--- src/rtl/pig_pkg.sv ---
package pig_pkg;

   // Plane resolution codes; the value 3 decodes as the coarse mode
   typedef enum logic [1:0] {
      PM_COARSE = 2'd0,
      PM_MIDDLE = 2'd1,
      PM_FINE   = 2'd2,
      PM_ALIAS  = 2'd3
   } pmode_e;

   localparam int FIELD_MAX = 4;

   // Field width in bits for a mode code
   function automatic logic [2:0] field_width(input logic [1:0] m);
      logic [2:0] w;
      case (pmode_e'(m))
         PM_FINE:   w = 3'd1;
         PM_MIDDLE: w = 3'd2;
         default:   w = 3'd4;
      endcase
      return w;
   endfunction

   // Pen value of slot s taken from one byte under mode m
   function automatic logic [FIELD_MAX-1:0] pen_of(input logic [7:0] b,
                                                   input logic [1:0] m,
                                                   input logic [2:0] s);
      logic [FIELD_MAX-1:0] p;
      logic [2:0] k_hi;
      logic [2:0] k_lo;
      logic [2:0] k_a;
      logic [2:0] k_b;
      p    = '0;
      k_hi = 3'd0;
      k_lo = 3'd0;
      k_a  = 3'd0;
      k_b  = 3'd0;
      case (pmode_e'(m))
         PM_FINE: begin
            k_lo = 3'd7 - s;
            p    = {3'b000, b[k_lo]};
         end
         PM_MIDDLE: begin
            k_hi = 3'd3 - {1'b0, s[2:1]};
            k_lo = 3'd7 - {1'b0, s[2:1]};
            p    = {2'b00, b[k_hi], b[k_lo]};
         end
         default: begin
            k_hi = 3'd1 - {2'b00, s[2]};
            k_a  = 3'd5 - {2'b00, s[2]};
            k_b  = 3'd3 - {2'b00, s[2]};
            k_lo = 3'd7 - {2'b00, s[2]};
            p    = {b[k_hi], b[k_a], b[k_b], b[k_lo]};
         end
      endcase
      return p;
   endfunction

endpackage

--- src/rtl/pig_slot_ctr.sv ---
module pig_slot_ctr #(
   parameter int SLOTS = 8,
   localparam int CNT_W = $clog2(SLOTS)
) (
   input  logic             clk,
   input  logic             rst_n,
   input  logic             step,
   input  logic             take,
   output logic [CNT_W-1:0] slot,
   output logic             have
);

   localparam logic [CNT_W-1:0] LAST = CNT_W'(SLOTS - 1);

   always_ff @(posedge clk) begin
      if (!rst_n) begin
         slot <= '0;
         have <= 1'b0;
      end else if (step) begin
         if (take) begin
            slot <= '0;
            have <= 1'b1;
         end else begin
            slot <= (slot == LAST) ? '0 : slot + 1'b1;
            if (slot == LAST) have <= 1'b0;
         end
      end
   end

endmodule

--- src/rtl/pig_plane.sv ---
module pig_plane #(
   parameter int BYTE_W = 8,
   parameter bit ALWAYS_ON = 1'b0,
   localparam int CNT_W = $clog2(BYTE_W)
) (
   input  logic              clk,
   input  logic              rst_n,
   input  logic              take,
   input  logic [BYTE_W-1:0] byte_in,
   input  logic [1:0]        mode_in,
   input  logic              on_in,
   input  logic [CNT_W-1:0]  slot,
   output logic [3:0]        field,
   output logic [2:0]        width,
   output logic              on_q
);
   import pig_pkg::*;

   logic [BYTE_W-1:0] byte_q;
   logic [1:0]        mode_q;

   always_ff @(posedge clk) begin
      if (!rst_n) begin
         byte_q <= '0;
         mode_q <= 2'd0;
      end else if (take) begin
         byte_q <= byte_in;
         mode_q <= mode_in;
      end
   end

   generate
      if (ALWAYS_ON) begin : g_fixed
         logic unused_on;
         assign unused_on = on_in;
         assign on_q      = 1'b1;
      end else begin : g_switch
         logic on_r;
         always_ff @(posedge clk) begin
            if (!rst_n)    on_r <= 1'b0;
            else if (take) on_r <= on_in;
         end
         assign on_q = on_r;
      end
   endgenerate

   always_comb begin
      if (on_q) begin
         field = pen_of(byte_q, mode_q, slot);
         width = field_width(mode_q);
      end else begin
         field = 4'd0;
         width = 3'd0;
      end
   end

endmodule

--- src/rtl/pig_join.sv ---
module pig_join #(
   parameter int IDX_W = 8
) (
   input  logic [3:0]       a_field,
   input  logic [2:0]       a_width,
   input  logic [3:0]       b_field,
   output logic [IDX_W-1:0] idx
);

   logic [IDX_W-1:0] a_ext;
   logic [IDX_W-1:0] b_ext;
   logic [IDX_W-1:0] b_up;

   assign a_ext = IDX_W'(a_field);
   assign b_ext = IDX_W'(b_field);

   always_comb begin
      case (a_width)
         3'd1:    b_up = b_ext << 1;
         3'd2:    b_up = b_ext << 2;
         default: b_up = b_ext << 4;
      endcase
   end

   assign idx = a_ext | b_up;

endmodule

--- src/rtl/pal_index_gen.sv ---
module pal_index_gen #(
   parameter int BYTE_W = 8,
   parameter int IDX_W  = 8,
   localparam int CNT_W  = $clog2(BYTE_W),
   localparam int PLANES = 2
) (
   input  logic              clk,
   input  logic              rst_n,
   input  logic              pix_en,
   input  logic              load,
   input  logic [BYTE_W-1:0] plane_a_byte,
   input  logic [BYTE_W-1:0] plane_b_byte,
   input  logic [1:0]        mode_a,
   input  logic [1:0]        mode_b,
   input  logic              plane_b_on,
   output logic [IDX_W-1:0]  pix_index,
   output logic              pix_valid
);

   generate
      if (BYTE_W != 8) begin : g_bad_byte
         $error("pal_index_gen: the pixel bit layout needs BYTE_W = 8");
      end
      if (IDX_W < 8) begin : g_bad_idx
         $error("pal_index_gen: IDX_W must hold two 4-bit fields");
      end
   endgenerate

   logic             take;
   logic [CNT_W-1:0] slot_q;
   logic             have_q;
   logic             b_on_q;
   logic [IDX_W-1:0] idx_d;

   logic [PLANES-1:0][BYTE_W-1:0] p_byte;
   logic [PLANES-1:0][1:0]        p_mode;
   logic [PLANES-1:0]             p_on_in;
   logic [PLANES-1:0][3:0]        p_field;
   logic [PLANES-1:0][2:0]        p_width;
   logic [PLANES-1:0]             p_on_q;

   assign take = load & pix_en;

   assign p_byte[0]  = plane_a_byte;
   assign p_byte[1]  = plane_b_byte;
   assign p_mode[0]  = mode_a;
   assign p_mode[1]  = mode_b;
   assign p_on_in[0] = 1'b1;
   assign p_on_in[1] = plane_b_on;

   pig_slot_ctr #(.SLOTS(BYTE_W)) u_slot (
      .clk   (clk),
      .rst_n (rst_n),
      .step  (pix_en),
      .take  (take),
      .slot  (slot_q),
      .have  (have_q)
   );

   generate
      for (genvar p = 0; p < PLANES; p++) begin : g_plane
         pig_plane #(.BYTE_W(BYTE_W), .ALWAYS_ON(p == 0)) u_plane (
            .clk     (clk),
            .rst_n   (rst_n),
            .take    (take),
            .byte_in (p_byte[p]),
            .mode_in (p_mode[p]),
            .on_in   (p_on_in[p]),
            .slot    (slot_q),
            .field   (p_field[p]),
            .width   (p_width[p]),
            .on_q    (p_on_q[p])
         );
      end
   endgenerate

   assign b_on_q = p_on_q[1];

   logic [2:0] unused_b_width;
   logic       unused_a_on;
   assign unused_b_width = p_width[1];
   assign unused_a_on    = p_on_q[0];

   pig_join #(.IDX_W(IDX_W)) u_join (
      .a_field (p_field[0]),
      .a_width (p_width[0]),
      .b_field (p_field[1]),
      .idx     (idx_d)
   );

   always_ff @(posedge clk) begin
      if (!rst_n) begin
         pix_index <= '0;
         pix_valid <= 1'b0;
      end else if (pix_en) begin
         pix_index <= have_q ? idx_d : '0;
         pix_valid <= have_q;
      end
   end

endmodule

--- config.mk ---
export PLATFORM = sky130hd
export DESIGN_NAME = pal_index_gen
export DESIGN_NICKNAME = d
export VERILOG_FILES = /design/src/rtl/pig_pkg.sv /design/src/rtl/pig_slot_ctr.sv /design/src/rtl/pig_plane.sv /design/src/rtl/pig_join.sv /design/src/rtl/pal_index_gen.sv
export SDC_FILE = /design/constraint.sdc
export NUM_CORES = 1
export LEC_CHECK = 0
export ABC_AREA = 1
export CORE_MARGIN = 1
export CORE_UTILIZATION = 40
export DETAILED_ROUTE_END_ITERATION = 12
export HOLD_SLACK_MARGIN = 0.12
export PLACE_DENSITY = 0.71
export SYNTH_ARGS = -nofsm -noshare
export SYNTH_HDL_FRONTEND = slang
export SYNTH_SLANG_ARGS = --single-unit
--- constraint.sdc ---
create_clock -name clk -period 1.4 [get_ports clk]
set_clock_uncertainty 0.05 [all_clocks]
set_input_delay 0.28 -clock clk [delete_from_list [all_inputs] [get_ports clk]]
set_output_delay 0.28 -clock clk [all_outputs]
set_load 0.02 [all_outputs]
==> metrics.sh, run 1 <==
VIOLATIONS='setup timing'
GRTUSAGETOTAL=0.199
RSZ0062_AT_GRT='true'
SYNTHESIZED_AREA_FRACTION_OCCUPIED_BY_AO_OA_AOI_AND_OAI_CELLS=0.269
CELLS_AFTER_SYNTHESIS=262
SYN_AVG_CELL_AREA_SQ_UM=6.97
FINAL.SETUP.WORST_SLACK_NS=-0.143
NETSWITCHINGFRACTION=0.266
GRT_PASS1_VIAS=1693
DESIGN.DIE.AREA_SQ_MM=0.00484
FINAL-INSTANCE-COUNT-EXCL-FILL=374
START_UTIL=0.416
SYNTHTOLAYOUTAREAGROWTH_PCT=45.0
DESIGN_POWER_TOTAL_mW=2.40
MIN_PATH_TYPE='flip-flop to flip-flop'
CAP_VIOL_MAX_COUNT=0
WORSTPATHARRIVAL_NS=1.72
WORST_SLEW_MARGIN_REL=0.705
WORST_PIN_SLEW_NS=0.442
SYNTH_CELL_TYPES=25
PLACE_WS_NS=-0.178
YOSYS.AREA_SHARE.ADDER=0.0548
CTS.ROOT.BUFFER_CELL='sky130_fd_sc_hd__clkbuf_8'
FINISH.NET_COUNT=354
ANTENNADIODECOUNT=0
NET_SWITCHING_uW=640
SEQ_POWER_SHARE=0.437
POWER_FRAC_CLOCK=0.374
WORST-SETUP-PATH-TYPE='flip-flop to flip-flop'
DETAILROUTE.VIA_COUNT=1919
SYNTH_XOR_AREA_FRAC=0
PERIOD_NEEDED_NS=1.54
IO_PINS=34
MAX-VDD-IR-DROP_V=0.000491
CTS_HOLD_REPAIR.BUFFERS=0
RUN_STATUS='finished with violations'
REMAINING_DRCS=0
DIE_HEIGHT_UM=69.6
CTS_TREE='done'
FIN_WORST_HOLD_SLACK_NS=0.410
CLOCK_INPUT_TRANSITION_AT_THE_SEQUENTIAL_CELLS_OF_THE_WORST_SETUP_AND_HOLD_PATHS_NS=0.07
FLOORPLAN.ROWS=24
LAYOUT_WORST_PATH_CYCLE_SHARE=1.10
WORST-ENDPOINT-REQUIRED_NS=1.58
MUXSHAREOFSYNTHAREA=0
POWER.INTERNAL_mW=1.76
DIE_W_UM=69.6
LARGEST_NET_DEGREE_AT_THE_START_OF_GLOBAL_ROUTING=19
ANT_NETS=0
CLOCK_TREE.BUFFER_DEPTH=2
CRITICAL_PATH_FANOUTS_MAX=5
SYN_AREA_SQ_MM=0.00183
FILLCELLCOUNT=401
GLOBALPLACE.CONGESTION=0.877
CORE-AREA_SQ_MM=0.00438
HOLD_VIOL_FINAL=0
CLOCK.FMAX_MHz=648
YOSYS_WARNINGS=0
WORST_SETUP_PATH_START_KIND='flip-flop'
FINALSETUPTNS_NS=-0.549
DRTPASS1ITERATIONS=4
CTS.HTREE.LEVELS=2
DETAILEDPLACEMENTHPWL_MM=3.40
LAYOUT.AREA.SEQ_SQ_UM=692
PLACE_INST=362
WL_PER_CELL_UM=12.5
GLOBAL_ROUTE_WIRE_LENGTH_BEFORE_REPAIR_MM=7.62
VIAS_PER_CELL=5.13
WORST_SETUP_PATH_END_KIND='flip-flop'
IO_BUFFER_COUNT=33
POWER_PER_CELL_AREA_mW_PER_MM2=908
CLKSINKCOUNT=34
YS_FF_LATCH=34
REPORT.FINAL.SLEW_VIOL_COUNT=0
TIMING.FINAL.SETUP_VIOLATIONS=5
SYNTH_SEQUENTIAL_AREA_RATIO=0.373
FINALWIRELENGTH_MM=4.68
GRT_REMAINING_OVERFLOW=0
DRIVE_GT1_FRAC=0.252
POWER.STATIC_LEAKAGE_nW=1.11
COMBINED_AREA_OF_THE_MULTI_INPUT_LOGIC_CELLS_SQ_MM=0.00106
INSERTION_DELAY_NS=0.29
DETAIL_ROUTE.ITER0.VIOLATIONS=113
PWR-SHARE-COMB=0.188
COMBINATIONAL_FAMILY_WITH_THE_MOST_AREA_AFTER_SYNTHESIS='compound AO/OA/AOI/OAI gates'
YOSYS.AREA_SHARE.SIMPLE=0.199
ANTENNA_FOUND_INITIAL=0
CTS_BUFFERS=5
SYNTH_NETS=295
==> cell type report <==
class                      count  area share
clock inverter                 3      0.0151
timing repair buffer          64       0.225
clock buffer                   5      0.0260
timing repair inverter         1     0.00284
tap                           52      0.0246
inverter                      30      0.0458
multi-input combinational    185       0.399
sequential                    34       0.261
==> routing by layer <==
layer / global-route usage / share of wire / wire length [um]
met5: 0 / 0 / 0
met4: 0.0658 / 0.011 / 52
met3: 0.0465 / 0.042 / 197
met2: 0.329 / 0.48 / 2250
met1: 0.254 / 0.47 / 2190
==> state kept, by name, indices dropped and copies added (netlist names) <==
name and flops:
g_plane.u_plane.byte_q 16, g_plane.u_plane.mode_q 4, g_plane.u_plane.on_q 1, pix_index 8, pix_valid 1, u_slot.have 1
u_slot.slot 3
==> worst max-delay path: stages (launching register included) <==
cell and delay [ns]:
sky130_fd_sc_hd__dfxtp_2 0.34, sky130_fd_sc_hd__inv_2 0.05, sky130_fd_sc_hd__ha_4 0.30, sky130_fd_sc_hd__nand2_4 0.06, sky130_fd_sc_hd__a21oi_2 0.13, sky130_fd_sc_hd__o21ai_2 0.08, sky130_fd_sc_hd__inv_2 0.08, sky130_fd_sc_hd__nand2_2 0.05
sky130_fd_sc_hd__a21oi_2 0.13, sky130_fd_sc_hd__o22ai_2 0.09, sky130_fd_sc_hd__a21oi_2 0.12
==> power groups by stage <==
stage / Combinational [mW] / Sequential (mW) / Clock (mW)
5_1_grt: 0.503 / 1.06 / 0.956
4_1_cts: 0.427 / 1.05 / 0.906
2_1_floorplan: 0.223 / 1.07 / 0
3_3_place_gp: 0.408 / 1.07 / 0
6_report: 0.453 / 1.05 / 0.900
3_5_place_dp: 0.412 / 1.07 / 0
==> logic make-up (layout without fill, tap and decap cells) <==
kind of cell | count (synthesis) | in the layout
buffers and inverters | 43 | 103
AND/OR/NAND/NOR | 87 | 87
flip-flops | 34 | 34
adder cells (fa/ha/maj) | 8 | 8
AO/OA/AOI/OAI | 90 | 90
==> final timing paths <==
path                                                                 from                         to  slack, ns  cells after the start
worst max-delay path            g_plane[1].u_plane.mode_q[0]$_SDFFE_PN0P_  pix_index[4]$_SDFFE_PN0P_      -0.14                     10
worst min-delay path                            pix_index[0]$_SDFFE_PN0P_  pix_index[0]$_SDFFE_PN0P_       0.41                      2
worst max register to register  g_plane[1].u_plane.mode_q[0]$_SDFFE_PN0P_  pix_index[4]$_SDFFE_PN0P_      -0.14                     10
worst min register to register                  pix_index[0]$_SDFFE_PN0P_  pix_index[0]$_SDFFE_PN0P_       0.41                      2
==> timing repair <==
| item | CTS | global route |
|---|---|---|
| resized for setup | 21 | 26 |
| pin swaps | 12 | 10 |
| endpoints found under the setup margin | 18 | 10 |
| buffers inserted | 1 | 2 |
| cloned | 0 | 1 |
==> cells in the mapped netlist <==
cell	n	area share
sky130_fd_sc_hd__nand2_1	50	0.10
sky130_fd_sc_hd__a21oi_1	42	0.12
sky130_fd_sc_hd__dfxtp_1	34	0.37
sky130_fd_sc_hd__o21ai_0	34	0.093
sky130_fd_sc_hd__inv_1	28	0.058
sky130_fd_sc_hd__nor2_1	17	0.035
sky130_fd_sc_hd__nand3_1	16	0.044
sky130_fd_sc_hd__clkbuf_1	8	0.016
sky130_fd_sc_hd__ha_1	8	0.055
sky130_fd_sc_hd__a21oi_2	3	0.014
sky130_fd_sc_hd__buf_6	3	0.019
sky130_fd_sc_hd__buf_2	2	0.0055
sky130_fd_sc_hd__nand2_2	2	0.0069
sky130_fd_sc_hd__nand3_2	2	0.011
sky130_fd_sc_hd__o211ai_1	2	0.0082
sky130_fd_sc_hd__o21ai_1	2	0.0055
sky130_fd_sc_hd__a211oi_1	1	0.0041
sky130_fd_sc_hd__a21boi_2	1	0.0062
sky130_fd_sc_hd__a2bb2oi_1	1	0.0048
sky130_fd_sc_hd__a31oi_1	1	0.0034
sky130_fd_sc_hd__inv_2	1	0.0021
sky130_fd_sc_hd__inv_4	1	0.0034
sky130_fd_sc_hd__o211ai_2	1	0.0069
sky130_fd_sc_hd__o21bai_1	1	0.0041
sky130_fd_sc_hd__o22ai_1	1	0.0034
==> layout by cell type, fill, tap and decap left out, types with 2 or more instances in the layout <==
cell type,netlist,layout
sky130_fd_sc_hd__o211ai_1,2,2
sky130_fd_sc_hd__a21oi_2,3,14
sky130_fd_sc_hd__dfxtp_1,34,29
sky130_fd_sc_hd__inv_4,1,2
sky130_fd_sc_hd__a21oi_1,42,31
sky130_fd_sc_hd__buf_4,0,24
sky130_fd_sc_hd__nor2_1,17,14
sky130_fd_sc_hd__nand2_2,2,4
sky130_fd_sc_hd__buf_6,3,5
sky130_fd_sc_hd__ha_1,8,6
sky130_fd_sc_hd__clkinv_2,0,2
sky130_fd_sc_hd__o21ai_0,34,30
sky130_fd_sc_hd__ha_4,0,2
sky130_fd_sc_hd__inv_1,28,24
sky130_fd_sc_hd__nand3_1,16,16
sky130_fd_sc_hd__dfxtp_4,0,2
sky130_fd_sc_hd__clkbuf_8,0,5
sky130_fd_sc_hd__dfxtp_2,0,3
sky130_fd_sc_hd__clkdlybuf4s50_1,0,24
sky130_fd_sc_hd__nand3_2,2,2
sky130_fd_sc_hd__nand2_1,50,47
sky130_fd_sc_hd__o21ai_1,2,5
sky130_fd_sc_hd__clkinvlp_4,0,2
sky130_fd_sc_hd__buf_12,0,2
sky130_fd_sc_hd__nor2_2,0,2
sky130_fd_sc_hd__inv_2,1,3
sky130_fd_sc_hd__dlygate4sd2_1,0,9
==> through the flow <==
step,cell area [sq um],utilization
after global placement,2410,0.550
final,2650,0.604
after floorplan,1850,-
after global routing,2650,0.604
after detailed placement,2410,0.550
after CTS,2550,0.581
(Power assumes the default switching activity.)
==> run 2, diff against run 1 <==
--- a/config.mk
+++ b/config.mk
@@ -6,11 +6,12 @@
 export NUM_CORES = 1
 export LEC_CHECK = 0
 export ABC_AREA = 1
+export ABC_CLOCK_PERIOD_IN_PS = 1400
 export CORE_MARGIN = 1
 export CORE_UTILIZATION = 40
 export DETAILED_ROUTE_END_ITERATION = 12
-export HOLD_SLACK_MARGIN = 0.12
 export PLACE_DENSITY = 0.71
+export SLEW_MARGIN = 20
 export SYNTH_ARGS = -nofsm -noshare
 export SYNTH_HDL_FRONTEND = slang
 export SYNTH_SLANG_ARGS = --single-unit
==> results of run 2 <==
No change in the layout: final DEF, timing and power equal those of run 1.
==> run 3, diff against run 2 <==
--- a/config.mk
+++ b/config.mk
@@ -6,7 +6,7 @@
 export NUM_CORES = 1
 export LEC_CHECK = 0
 export ABC_AREA = 1
-export ABC_CLOCK_PERIOD_IN_PS = 1400
+export ABC_CLOCK_PERIOD_IN_PS = 1260
 export CORE_MARGIN = 1
 export CORE_UTILIZATION = 40
 export DETAILED_ROUTE_END_ITERATION = 12
==> constraint.sdc (replaced) <==
create_clock -name clk -period 1.26 [get_ports clk]
set_clock_uncertainty 0.05 [all_clocks]
set_input_delay 0.252 -clock clk [delete_from_list [all_inputs] [get_ports clk]]
set_output_delay 0.252 -clock clk [all_outputs]
set_load 0.02 [all_outputs]
==> run 3 against run 2 <==
Compared with the run above: the flow still finishes with violations (setup timing); critical path type unchanged; flip-flop and latch count did not move; sequential power rose by 11%; routed wire length fell by 1.3%; maximum frequency rose by 0.29%; utilization fell by 0.14 points; die area did not move; register-to-register slack got worse by 0.14 ns; first-iteration DRC count rose by 16%.
==> metrics.sh, run 3 (synthesis results as in run 1) <==
RUN_STATUS='finished with violations'
VIOLATIONS='setup timing'
HOLD_VIOL_FINAL=0
CRITICAL_PATH.REG2REG.ENDPOINT='pix_index[4]$_SDFFE_PN0P_'
START_UTIL=0.416
IO_PINS=34
RSZ0062_AT_GRT='true'
TIMING.RR.START='g_plane[1].u_plane.mode_q[0]$_SDFFE_PN0P_'
GRT_PASS1_VIAS=1749
FILLCELLCOUNT=409
CLKSINKCOUNT=34
CTS.ROOT.BUFFER_CELL='sky130_fd_sc_hd__clkbuf_8'
FIN_WORST_HOLD_SLACK_NS=0.416
GR-USAGE-MET1=0.266
PERIOD_NEEDED_NS=1.54
CLOCK_TREE.BUFFER_DEPTH=2
IO_BUFFER_COUNT=33
WORST-SETUP-PATH-TYPE='flip-flop to flip-flop'
CRITPATHLAUNCH='g_plane[1].u_plane.mode_q[0]$_SDFFE_PN0P_'
WL_PER_CELL_UM=12.0
VIAS_PER_CELL=5.00
CRITICAL_PATH_BUF_INV_COUNT=2
INSERTION_DELAY_NS=0.29
SYNTHTOLAYOUTAREAGROWTH_PCT=44.7
LARGEST_REGISTER='g_plane.u_plane.byte_q'
CLOCK.FMAX_MHz=650
LAYOUT_WORST_PATH_CYCLE_SHARE=1.22
FINAL_CORE_UTILIZATION=0.602
PATH_CELLS='inv_2 > ha_4 > nand2_4 > a21oi_2 > o21ai_1 > inv_1 > nand2_1 > a21oi_2 > o22ai_1 > a21oi_1'
LARGEST_REGISTER_FF_COUNT=16
LARGESTREGISTERS='g_plane.u_plane.byte_q: 16 flops, pix_index: 8 flops, g_plane.u_plane.mode_q: 4 flops'
CTS_BUFFERS=5
TIMING.FINAL.SETUP_VIOLATIONS=9
CTS.HTREE.LEVELS=2
CTS_HOLD_REPAIR.BUFFERS=0
DIE_W_UM=69.6
DRTPASS1ITERATIONS=6
DESIGN.DIE.AREA_SQ_MM=0.00484
LAYOUT_COMMON_CELLS='sky130_fd_sc_hd__nand2_1, sky130_fd_sc_hd__buf_4, sky130_fd_sc_hd__a21oi_1, sky130_fd_sc_hd__o21ai_0, sky130_fd_sc_hd__dfxtp_1'
CRITICAL_PATH.MOST_COMMON_CELL='sky130_fd_sc_hd__a21oi_2'
MIN_PATH_TYPE='flip-flop to flip-flop'
DETAILROUTE.VIA_COUNT=1926
ANTENNADIODECOUNT=0
SETUP.REG_TO_REG.WORST_SLACK_NS=-0.28
CRITPATHCAPTURE='pix_index[4]$_SDFFE_PN0P_'
DRIVE_GT1_FRAC=0.273
WORST_SETUP_PATH_END_KIND='flip-flop'
RR_WORST_DEPTH=10
REMAINING_DRCS=0
FINISH.NET_COUNT=366
POWER.STATIC_LEAKAGE_nW=1.11
FLOORPLAN.ROWS=24
WORST_PATH_MAX_DELAY_CELL='sky130_fd_sc_hd__dfxtp_2'
ANT_NETS=0
DETAIL_ROUTE.ITER0.VIOLATIONS=131
CAP_VIOL_MAX_COUNT=0
GRTUSAGETOTAL=0.210
WORST_SLEW_MARGIN_REL=0.736
CLOCK_INPUT_TRANSITION_AT_THE_SEQUENTIAL_CELLS_OF_THE_WORST_SETUP_AND_HOLD_PATHS_NS=0.06
ANTENNA_FOUND_INITIAL=0
TIMING.CRITICAL_PATH.MAX_DELAY_FAMILY='compound AO/OA/AOI/OAI gates'
CP.DEPTH=10
TOP_USAGE_LAYER='met2'
WORST-ENDPOINT-REQUIRED_NS=1.43
FINALWIRELENGTH_MM=4.63
CORE-AREA_SQ_MM=0.00438
WORST_PATH_MAX_STAGE_DELAY_NS=0.34
GLOBALPLACE.CONGESTION=0.879
POWER_PER_CELL_AREA_mW_PER_MM2=917
MAX-VDD-IR-DROP_V=0.000435
GR-USAGE-MET3=0.0509
DETAILEDPLACEMENTHPWL_MM=3.43
DIE_HEIGHT_UM=69.6
FINAL.SETUP.WORST_SLACK_NS=-0.278
GLOBAL_ROUTE.USAGE.MET2=0.337
WORST_PIN_SLEW_NS=0.396
GRT_REMAINING_OVERFLOW=0
LARGEST_NET_DEGREE_AT_THE_START_OF_GLOBAL_ROUTING=20
GLOBAL_ROUTE_WIRE_LENGTH_BEFORE_REPAIR_MM=7.97
CRITICAL_PATH_FANOUTS_MAX=5
MOSTFREQUENTLAYOUTCELL='sky130_fd_sc_hd__nand2_1'
REPORT.FINAL.SLEW_VIOL_COUNT=0
WORST_SETUP_PATH_START_KIND='flip-flop'
WORSTPATHARRIVAL_NS=1.71
CTS_TREE='done'
## run 3: power by group
group          switching [mW]  total [mW]  leakage (nW)  internal [mW]
Sequential             0.0411        1.17         0.281           1.13
Clock                   0.368       0.748        0.0383          0.380
Combinational           0.244       0.503         0.787          0.259
## run 3: worst min-delay path by stage
stage                                         start                                        end  depth (start not counted)  slack, ns
after floorplan                               rst_n  g_plane[0].u_plane.byte_q[5]$_SDFFE_PN0P_                          2       0.34
after global placement       pix_valid$_SDFFE_PN0P_                     pix_valid$_SDFFE_PN0P_                          2       0.40
after detailed placement  pix_index[7]$_SDFFE_PN0P_                  pix_index[7]$_SDFFE_PN0P_                          2       0.40
after CTS                 pix_index[0]$_SDFFE_PN0P_                  pix_index[0]$_SDFFE_PN0P_                          2       0.41
after global routing       u_slot.have$_SDFFE_PN0P_                   u_slot.have$_SDFFE_PN0P_                          2       0.44
final                     pix_index[7]$_SDFFE_PN0P_                  pix_index[7]$_SDFFE_PN0P_                          2       0.42
## run 3: tightest hold or removal path: stages (launching register included)
cell                      delay [ns]
sky130_fd_sc_hd__dfxtp_1        0.31
sky130_fd_sc_hd__nand2_1        0.07
sky130_fd_sc_hd__a21oi_2        0.04
## run 3: stage by stage
step                setup TNS [ns]  cells  power [mW]  worst slack (ns)  instance area (sq um)
floorplan                   -0.674    262        1.44            -0.155                   1860
global placement             -6.68    374        1.66            -0.299                   2480
detailed placement           -7.01    374        1.67            -0.317                   2480
CTS                          -1.65    382        2.42            -0.263                   2600
global route                 -2.97    385        2.55            -0.394                   2640
finish                       -1.77    385        2.42            -0.278                   2640
## run 3: per-layer routing
layer | share of wire | up-vias
met1 | 0.47 | 854
met4 | 0.028 | 0
li1 | - | 1010
met2 | 0.45 | 52
met3 | 0.050 | 10
met5 | 0 | -
## run 3: area by class of cell
class / instances / area [sq um] / share of cell area
well taps: 52 / 65.1 / 0.0246
inverters: 30 / 118 / 0.0445
flip-flops and latches: 34 / 692 / 0.262
multi-input cells: 185 / 1040 / 0.392
clock buffers: 7 / 76.3 / 0.0289
repair buffers: 77 / 654 / 0.248
## run 3: timing repair
| action | in CTS | in global routing |
|---|---|---|
| pin swaps | 9 | 8 |
| gates resized for setup | 30 | 24 |
| endpoints found under the setup margin | 20 | 33 |
| buffers inserted | 1 | 3 |
